[src/rtl/kbd_trk_pkg.sv]
package kbd_trk_pkg;

  localparam int BYTE_W = 8;
  localparam int KEY_IDX_W = BYTE_W + 1;

  localparam logic [BYTE_W-1:0] PFX_EXT  = 8'hE0;
  localparam logic [BYTE_W-1:0] PFX_BRK  = 8'hF0;
  localparam logic [BYTE_W-1:0] ACK_OK   = 8'hFA;
  localparam logic [BYTE_W-1:0] ACK_ECHO = 8'hEE;

  typedef enum logic [1:0] {
    ST_IDLE,
    ST_SAW_EXT,
    ST_SAW_BRK,
    ST_SAW_EXT_BRK
  } prs_state_e;

  typedef struct packed {
    logic              ext;
    logic              rel;
    logic [BYTE_W-1:0] code;
  } key_evt_t;

endpackage

[src/rtl/kbd_rst_sync.sv]
module kbd_rst_sync #(
  parameter int STAGES = 2
) (
  input  logic clk,
  input  logic rst_n_in,
  output logic rst_n_out
);

  logic [STAGES-1:0] sync_q;
  logic [STAGES-1:0] sync_d;

  generate
    if (STAGES == 1) begin : g_single
      always_comb sync_d = 1'b1;
    end else begin : g_chain
      always_comb sync_d = {sync_q[STAGES-2:0], 1'b1};
    end
  endgenerate

  always_ff @(posedge clk or negedge rst_n_in) begin
    if (!rst_n_in) sync_q <= '0;
    else           sync_q <= sync_d;
  end

  assign rst_n_out = sync_q[STAGES-1];

endmodule

[src/rtl/kbd_prefix_parser.sv]
module kbd_prefix_parser
  import kbd_trk_pkg::*;
(
  input  logic              clk,
  input  logic              rst_n,
  input  logic              byte_vld,
  input  logic [BYTE_W-1:0] byte_data,
  output logic              key_done,
  output key_evt_t          key_evt,
  output logic              seq_err
);

  prs_state_e state_q;
  prs_state_e state_d;
  logic       is_ext;
  logic       is_brk;
  logic       is_ack;

  assign is_ext = (byte_data == PFX_EXT);
  assign is_brk = (byte_data == PFX_BRK);
  assign is_ack = (byte_data == ACK_OK) || (byte_data == ACK_ECHO);

  always_comb begin
    state_d      = state_q;
    key_done     = 1'b0;
    seq_err      = 1'b0;
    key_evt.ext  = 1'b0;
    key_evt.rel  = 1'b0;
    key_evt.code = byte_data;
    if (byte_vld && !is_ack) begin
      case (state_q)
        ST_IDLE: begin
          if (is_ext)      state_d = ST_SAW_EXT;
          else if (is_brk) state_d = ST_SAW_BRK;
          else             key_done = 1'b1;
        end
        ST_SAW_EXT: begin
          if (is_ext) begin
            seq_err = 1'b1;
            state_d = ST_IDLE;
          end else if (is_brk) begin
            state_d = ST_SAW_EXT_BRK;
          end else begin
            key_done    = 1'b1;
            key_evt.ext = 1'b1;
            state_d     = ST_IDLE;
          end
        end
        ST_SAW_BRK: begin
          state_d = ST_IDLE;
          if (is_ext || is_brk) begin
            seq_err = 1'b1;
          end else begin
            key_done    = 1'b1;
            key_evt.rel = 1'b1;
          end
        end
        ST_SAW_EXT_BRK: begin
          state_d = ST_IDLE;
          if (is_ext || is_brk) begin
            seq_err = 1'b1;
          end else begin
            key_done    = 1'b1;
            key_evt.rel = 1'b1;
            key_evt.ext = 1'b1;
          end
        end
        default: state_d = ST_IDLE;
      endcase
    end
  end

  always_ff @(posedge clk or negedge rst_n) begin
    if (!rst_n) state_q <= ST_IDLE;
    else        state_q <= state_d;
  end

  AST_DONE_RETURNS_IDLE: assert property (@(posedge clk) disable iff (!rst_n)
    key_done |=> (state_q == ST_IDLE));
  AST_ERR_RETURNS_IDLE: assert property (@(posedge clk) disable iff (!rst_n)
    seq_err |=> (state_q == ST_IDLE));
  AST_ACK_KEEPS_STATE: assert property (@(posedge clk) disable iff (!rst_n)
    (byte_vld && is_ack) |=> (state_q == $past(state_q)));
  AST_IDLE_CYCLE_INERT: assert property (@(posedge clk) disable iff (!rst_n)
    !byte_vld |=> (state_q == $past(state_q)));

endmodule

[src/rtl/kbd_held_table.sv]
module kbd_held_table #(
  parameter int IDX_W = 9
) (
  input  logic             clk,
  input  logic             rst_n,
  input  logic             upd,
  input  logic             rel,
  input  logic [IDX_W-1:0] idx,
  output logic             held
);

  localparam int DEPTH = 1 << IDX_W;

  logic [DEPTH-1:0] held_q;
  logic [DEPTH-1:0] held_d;

  always_comb begin
    held_d      = held_q;
    held_d[idx] = !rel;
  end

  always_ff @(posedge clk or negedge rst_n) begin
    if (!rst_n)   held_q <= '0;
    else if (upd) held_q <= held_d;
  end

  assign held = held_q[idx];

  AST_PRESS_MARKS_HELD: assert property (@(posedge clk) disable iff (!rst_n)
    (upd && !rel) |=> held_q[$past(idx)]);
  AST_RELEASE_CLEARS: assert property (@(posedge clk) disable iff (!rst_n)
    (upd && rel) |=> !held_q[$past(idx)]);
  AST_SINGLE_BIT_CHANGE: assert property (@(posedge clk) disable iff (!rst_n)
    1'b1 |=> ($countones(held_q ^ $past(held_q)) <= 1));
  AST_NO_UPD_STABLE: assert property (@(posedge clk) disable iff (!rst_n)
    !upd |=> $stable(held_q));

endmodule

[src/rtl/kbd_event_tracker.sv]
module kbd_event_tracker
  import kbd_trk_pkg::*;
#(
  parameter int SYNC_STAGES = 2
) (
  input  logic              clk,
  input  logic              rst_n,
  input  logic              byte_vld,
  input  logic [BYTE_W-1:0] byte_data,
  output logic              evt_vld,
  output logic [BYTE_W-1:0] evt_code,
  output logic              evt_ext,
  output logic              evt_release,
  output logic              evt_repeat,
  output logic              proto_err
);

  logic                 rst_n_s;
  logic                 key_done;
  key_evt_t             key_evt;
  logic                 seq_err;
  logic                 key_held;
  logic [KEY_IDX_W-1:0] key_idx;

  logic                 vld_d, vld_q;
  logic                 err_d, err_q;
  logic                 rep_d;
  key_evt_t             evt_q;
  logic                 rep_q;

  kbd_rst_sync #(.STAGES(SYNC_STAGES)) u_rst_sync (
    .clk       (clk),
    .rst_n_in  (rst_n),
    .rst_n_out (rst_n_s)
  );

  kbd_prefix_parser u_parser (
    .clk       (clk),
    .rst_n     (rst_n_s),
    .byte_vld  (byte_vld),
    .byte_data (byte_data),
    .key_done  (key_done),
    .key_evt   (key_evt),
    .seq_err   (seq_err)
  );

  assign key_idx = {key_evt.ext, key_evt.code};

  kbd_held_table #(.IDX_W(KEY_IDX_W)) u_held (
    .clk   (clk),
    .rst_n (rst_n_s),
    .upd   (key_done),
    .rel   (key_evt.rel),
    .idx   (key_idx),
    .held  (key_held)
  );

  always_comb begin
    vld_d = key_done;
    err_d = seq_err;
    rep_d = key_held && !key_evt.rel;
  end

  always_ff @(posedge clk or negedge rst_n_s) begin
    if (!rst_n_s) begin
      vld_q <= 1'b0;
      err_q <= 1'b0;
    end else begin
      vld_q <= vld_d;
      err_q <= err_d;
    end
  end

  always_ff @(posedge clk or negedge rst_n_s) begin
    if (!rst_n_s) begin
      evt_q <= '0;
      rep_q <= 1'b0;
    end else if (key_done) begin
      evt_q <= key_evt;
      rep_q <= rep_d;
    end
  end

  assign evt_vld     = vld_q;
  assign proto_err   = err_q;
  assign evt_code    = evt_q.code;
  assign evt_ext     = evt_q.ext;
  assign evt_release = evt_q.rel;
  assign evt_repeat  = rep_q;

  AST_EVT_FOLLOWS_BYTE: assert property (@(posedge clk) disable iff (!rst_n_s)
    evt_vld |-> $past(byte_vld));
  AST_EVT_ERR_EXCLUSIVE: assert property (@(posedge clk) disable iff (!rst_n_s)
    !(evt_vld && proto_err));
  AST_RELEASE_NOT_REPEAT: assert property (@(posedge clk) disable iff (!rst_n_s)
    (evt_vld && evt_release) |-> !evt_repeat);
  AST_ACK_SILENT: assert property (@(posedge clk) disable iff (!rst_n_s)
    (byte_vld && (byte_data == ACK_OK || byte_data == ACK_ECHO))
      |=> (!evt_vld && !proto_err));
  AST_EVT_CODE_IS_KEY: assert property (@(posedge clk) disable iff (!rst_n_s)
    evt_vld |-> (evt_code != PFX_EXT && evt_code != PFX_BRK));

endmodule

[config.mk]
export PLATFORM = sky130hd
export DESIGN_NAME = kbd_event_tracker
export DESIGN_NICKNAME = d
export VERILOG_FILES = /design/src/rtl/kbd_trk_pkg.sv /design/src/rtl/kbd_rst_sync.sv /design/src/rtl/kbd_prefix_parser.sv /design/src/rtl/kbd_held_table.sv /design/src/rtl/kbd_event_tracker.sv
export SDC_FILE = /design/constraint.sdc
export NUM_CORES = 1
export LEC_CHECK = 0
export BUFFER_PORTS_ARGS = -buffer_cell sky130_fd_sc_hd__buf_2
export CAP_MARGIN = 10
export CORE_MARGIN = 4
export CORE_UTILIZATION = 26
export DETAILED_ROUTE_END_ITERATION = 8
export GPL_ROUTABILITY_DRIVEN = 1
export GPL_TIMING_DRIVEN = 0
export MAX_ROUTING_LAYER = met4
export PLACE_DENSITY = 0.5
export SYNTH_ARGS = -nofsm -noshare
export SYNTH_HDL_FRONTEND = slang
export SYNTH_SLANG_ARGS = --single-unit
[constraint.sdc]
create_clock -name clk -period 50 [get_ports clk]
set_clock_uncertainty 0.2 [all_clocks]
set_input_delay 0 -clock clk [delete_from_list [all_inputs] [get_ports clk]]
set_output_delay 0 -clock clk [all_outputs]
set_load 0.1 [all_outputs]
# After elaboration in Yosys (flattened, before gate mapping)
# Index checks and enable logic that the tools add are counted.
# totals
reg_bits	529
in_bits	11
output_inout_bits	13
# classes
magnitude_cmp	2
eq_ne	8
n_mux	23
n_reduce_logical	11
# ops
op	count
512-bit bitwise mux	1
8-bit equality test (second input constant)	4
2-bit two-way mux	6
9-bit by 10-bit less-than comparator with 1-bit output (second input constant)	1
1-bit binary-select mux with 9-bit select	1
1-bit demux with 9-bit select	1
9-bit by 1-bit >= comparator with 1-bit output (second input constant)	1
1-bit two-way mux	9
1-bit case mux with 2 select lines	4
2-bit case mux with 3 select lines	1
2-bit equality test (second input constant)	2
2-bit OR reduction	2
1-bit logical AND	3
3-bit by 1-bit inequality test with 1-bit output (second input constant)	1
2-bit by 1-bit equality test with 1-bit output (second input constant)	1
1-bit logical NOT	2
2-bit logical NOT	1
1-bit logical OR	2
2-bit AND reduction	1

# Logic depth before layout (Yosys ltp)
# logic_depth
ltp_word	10
depth_mapped	11
mapped_depth_nobuf	7

# Cells and area by module
# From an unflattened synthesis, not the netlist that was laid out.
# unflattened
cells_unflattened	2325
hier_area_um2	25059.0
# by_module_without_submodules
mod	n_inst	cells_each	area_per_inst_um2	seq_area_each_um2
kbd_held_table	1	2260	24250.8	12812.3
kbd_event_tracker	1	27	495.5	325.3
kbd_prefix_parser	1	35	259.0	50.0
kbd_rst_sync	1	3	53.8	50.0

# Worst setup path after synthesis
# OpenSTA, ideal clock, no wires.
# synth_timing
path_kind	reg-to-reg
start	register u_held.held_q[315]
end	register rep_q, in the netlist evt_repeat
setup_ns	0.133
t_arrival_ns	2.167
required_time_ns	49.667
path_slack_ns	47.500
stages_incl_launch_ff	8
cell_sequence	dfrtp_1 -> mux4_2 -> mux2i_1 -> nor3_1 -> or3_1 -> or4_4 -> nor4b_2 -> a31oi_1
# synth_via
elab_chain_len	3
# synth_lines
item	line	source
start, declared	kbd_held_table.sv:14	logic [DEPTH-1:0] held_q;
start signal, assigned	kbd_held_table.sv:24	else if (upd) held_q <= held_d;
1-bit binary-select mux with 9-bit select	kbd_held_table.sv:27	assign held = held_q[idx];
1-bit two-way mux (implied by the code)	kbd_held_table.sv:27	
1-bit logical AND	kbd_event_tracker.sv:61	rep_d = key_held && !key_evt.rel;
end signal, assigned	kbd_event_tracker.sv:80	rep_q <= rep_d;
end, declared	kbd_event_tracker.sv:29	logic rep_q;
# Every way passes these cells. The select of a mux whose other input is x is not followed.
# A chain may end at the register's enable or synchronous reset.

# Final worst setup path
# layout_timing
start	input port byte_data[2]
end	register u_held.held_q[405]
# layout_via
elab_chain_len	10
# layout_lines
item	line	source
start, declared	kbd_event_tracker.sv:9	input logic [BYTE_W-1:0] byte_data,
8-bit equality test, on equally long branches	kbd_prefix_parser.sv:20, kbd_prefix_parser.sv:19, kbd_prefix_parser.sv:21	
1-bit two-way mux, or another cell as far along	kbd_prefix_parser.sv:34, kbd_prefix_parser.sv:41	
1-bit two-way mux, or another cell as far along	kbd_prefix_parser.sv:38	if (is_ext) begin
1-bit case mux with 2 select lines or 1-bit logical AND (tied branches)	kbd_prefix_parser.sv:31, kbd_prefix_parser.sv:30	
2-bit two-way mux	kbd_prefix_parser.sv:30	if (byte_vld && !is_ack) begin
9-bit by 10-bit less-than comparator with 1-bit output (implied by the code) or 9-bit by 1-bit >= comparator with 1-bit output (tied branches)	kbd_held_table.sv:19	held_d[idx] = !rel;
1-bit logical AND (implied by the code)	kbd_held_table.sv:19	
1-bit two-way mux (implied by the code)	kbd_held_table.sv:19	
1-bit demux with 9-bit select	--	
512-bit bitwise mux	kbd_held_table.sv:19	
# Several ways; a longest one is shown, not always the timed one.

==> impl_metrics.tcl <==
set metrics [dict create \
    timing.final.hold_violations 0 \
    cts_tree "done" \
    start_kind "primary input" \
    min_period_over_period 0.08920 \
    clk_latency_ns 0.66 \
    grt_max_degree 65 \
    design_area_um2 29060 \
    cp_max_fo 10 \
    p_per_area_nw_per_um2 34.92 \
    fmax_mhz 224.2 \
    htreeDepth 2 \
    path_delay_family "buffers and inverters" \
    holdCritPathClass "reg2async" \
    cts.hold.buffers_added 16 \
    synth_area_um2 24820 \
    nets 2412 \
    placeableCoreArea_um2 94870 \
    vdd_drop_max_mv 0.02772 \
    die_h_um 317.0 \
    num_vias 22370 \
    drc_errors 0 \
    antenna_found_initial 5 \
    ys_seq_area_frac 0.5334 \
    slew_viol_final 0 \
    synth_edf_count 0 \
    setup-tns-final_ns 0 \
    worstMarginPinSlew_ns 1.343 \
    grt_pass1_wl_um 160300 \
    worstSetupPathType "in2reg" \
    initial_core_util 0.2616 \
    cp.arrival_ns 4.72 \
    post-route-min-period_ns 4.460 \
    yosysTopAreaCellShare 0.5334 \
    grt_remaining_overflow 0 \
    clk_pin_slew_ns 0.06 \
    ys_warn_count 0 \
    ys_ff_latch 529 \
    first_global_vias 21920 \
    syn_to_final_growth_pct 17.08 \
    status "complete, no violations" \
    clk_path_buf_depth 3 \
    grt_setup_unrepaired "false" \
    cp_cell_sequence "dlygate4sd3_1, buf_2, nor2b_1, clkbuf_1, clkbuf_1, buf_8, nand2_1, nor2_1, clkbuf_1, a31oi_1" \
    die_w_um 317.0 \
    ys_async_sr_fraction 1.000 \
    crit_slowest_cell "clkbuf_1" \
    dpl-instance-area_um2 26830 \
    cpPeakStageDelay_ns 1.05 \
    critPathBufInv 6 \
    io_pins 24 \
    clockRootBuffer "clkbuf_16" \
    grtUsageTotal 0.2256 \
    setup_violations 0 \
    crit_top_cell "clkbuf_1" \
    netlist_instances 2286 \
    total_power_w 0.001015 \
    total_leakage_power_nw 12.01 \
    end_kind "register" \
    cts_sinks 529 \
    post-route-util 0.3063 \
    synth_area_per_cell_um2 10.86 \
    viasPerCell 6.017 \
    synth_area_leaders "dfrtp_1 53%, a31oi_1 12%, mux4_2 11%" \
    wire_per_inst_um 30.11 \
    synthFlopType "dfrtp_1" \
    dpl.hpwl_um 71380 \
    cap_violations 0 \
    dieArea_um2 100500 \
    synth_area_leader_cell "dfrtp_1" \
    numPortBuffers 23 \
    drt_iter0_markers 2907 \
    cts_resized 0 \
    cp.required_ns 50.26 \
    slew-limit-headroom 0.1049 \
    drive_above_1_share 0.1266 \
    ys_types 52 \
    drt_first_pass_iters 6 \
    syn-num-nets 2297 \
    post_cts_buffers 0 \
    route.antenna.remaining_nets 0 \
    rows 113 \
    routed_wl_um 111900 \
    routabilityCongestion 0.9414 \
    numCtsBuffers 60 \
]
area by class of cell:
type,instances,area (µm²)
fillers,9813,65810
well taps,1265,1583
repair buffers,53,596.8
clock inverters,19,285.3
multi-input cells,1449,10290
diodes,4,10.01
flip-flops and latches,529,13240
clock buffers,90,1755
inverters,5,18.77
plain buffers,303,1274
cell usage after synthesis (2+ instances only):
master / number
buf_4: 8
a22o_1: 5
a31oi_1: 471
nand2_1: 85
buf_6: 9
buf_1: 4
mux2_2: 7
nand3_1: 12
mux4_2: 118
a2111oi_0: 2
dfrtp_1: 529
clkinv_1: 2
and2_1: 7
a221oi_1: 3
nand4_1: 5
nor3_2: 5
o31ai_1: 7
nor4_1: 6
o21ai_1: 3
buf_2: 28
nor3_1: 18
or4_1: 2
nand2b_1: 5
and3_1: 6
nor2b_1: 11
nor2_1: 59
a211oi_1: 2
clkbuf_1: 253
a22oi_1: 39
a21oi_1: 494
mux2i_1: 26
inv_1: 3
mux4_1: 4
o21ai_0: 29
or3_1: 2
placed cells by master, fill, tap and decap left out, types with 3 or more instances in the layout:
master | Yosys | final
dfrtp_1 | 529 | 528
a21oi_1 | 494 | 494
a31oi_1 | 471 | 471
clkbuf_1 | 253 | 270
mux4_2 | 118 | 118
nand2_1 | 85 | 85
clkbuf_16 | 0 | 61
nor2_1 | 59 | 59
buf_2 | 28 | 52
a22oi_1 | 39 | 39
o21ai_0 | 29 | 29
mux2i_1 | 26 | 26
nor3_1 | 18 | 17
dlygate4sd3_1 | 0 | 16
nand3_1 | 12 | 12
clkbuf_8 | 0 | 12
nor2b_1 | 11 | 11
buf_6 | 9 | 10
clkinv_2 | 0 | 10
buf_16 | 0 | 10
buf_4 | 8 | 8
and2_1 | 7 | 7
o31ai_1 | 7 | 7
mux2_2 | 7 | 7
nor4_1 | 6 | 6
nor3_2 | 5 | 6
and3_1 | 6 | 6
bufinv_16 | 0 | 6
nand2b_1 | 5 | 5
a22o_1 | 5 | 5
nand4_1 | 5 | 5
diode_2 | 0 | 4
buf_1 | 4 | 4
mux4_1 | 4 | 4
o21ai_1 | 3 | 3
inv_1 | 3 | 3
a221oi_1 | 3 | 3
worst reg2reg max path, cell delays in order (launching register included):
cell	delay, ns
dfrtp_1	0.35
buf_1	0.31
inv_1	0.28
nor2_1	0.39
clkbuf_1	0.70
clkbuf_1	0.58
clkbuf_1	0.55
a31oi_1	0.16
worst paths after layout:
| kind | slack, ns | cells past startpoint | endpoint | from |
|---|---|---|---|---|
| worst max-delay path | 45.54 | 10 | u_held.held_q[405]$_DFFE_PN0P_ | byte_data[2] |
| worst min-delay path | 0.05 | 0 | u_held.held_q[402]$_DFFE_PN0P_ | u_rst_sync.sync_q[1]$_DFF_PN0_ |
| worst max register to register | 46.27 | 7 | u_held.held_q[453]$_DFFE_PN0P_ | u_parser.state_q[1]$_DFFE_PN0P_ |
| worst min register to register | 0.05 | 0 | u_held.held_q[402]$_DFFE_PN0P_ | u_rst_sync.sync_q[1]$_DFF_PN0_ |
| max in group asynchronous | 48.00 | 4 | u_held.held_q[215]$_DFFE_PN0P_ | u_rst_sync.sync_q[1]$_DFF_PN0_ |
| min in group clk | 0.15 | 0 | u_rst_sync.sync_q[1]$_DFF_PN0_ | u_rst_sync.sync_q[0]$_DFF_PN0_ |
through the flow:
stage	worst slack (ns)	cells	hold slack (ns)
2_1_floorplan	33.96	2286	-0.4956
3_3_place_gp	26.31	3574	-0.4142
3_5_place_dp	45.14	3587	-0.4119
4_1_cts	45.29	3712	0.09166
5_1_grt	45.61	3717	0.1077
6_report	45.54	3717	0.05229
metal layers:
layer,GRT usage,part of all wire
met1,0.2959,0.40
met2,0.3249,0.43
met3,0.06373,0.11
met4,0.1008,0.052
met5,-,0
logic make-up (layout without fill, tap and decap cells):
kind of cell,Yosys count,count (layout),synth area share
compound gates,1062,1062,0.2452
flops,529,529,0.5334
buf+inv,308,470,0.05208
simple gates,230,230,0.04386
mux,155,155,0.1250
other cells,1,5,0.0001511
xor+xnor,1,1,0.0003530
sequential cells by signal (all words and copies together), names as in the netlist:
name,count
evt_ext,1
u_held.held_q,512
evt_code,8
evt_repeat,1
proto_err,1
evt_vld,1
evt_release,1
u_parser.state_q,2
u_rst_sync.sync_q,2
where the power goes:
group,switching [W],internal (W)
combinational,0.0000631,0.0000297
clock,0.000194,0.000273
sequential,0.0000101,0.000446
total,0.000267,0.000748
(Power assumes the default switching activity.)
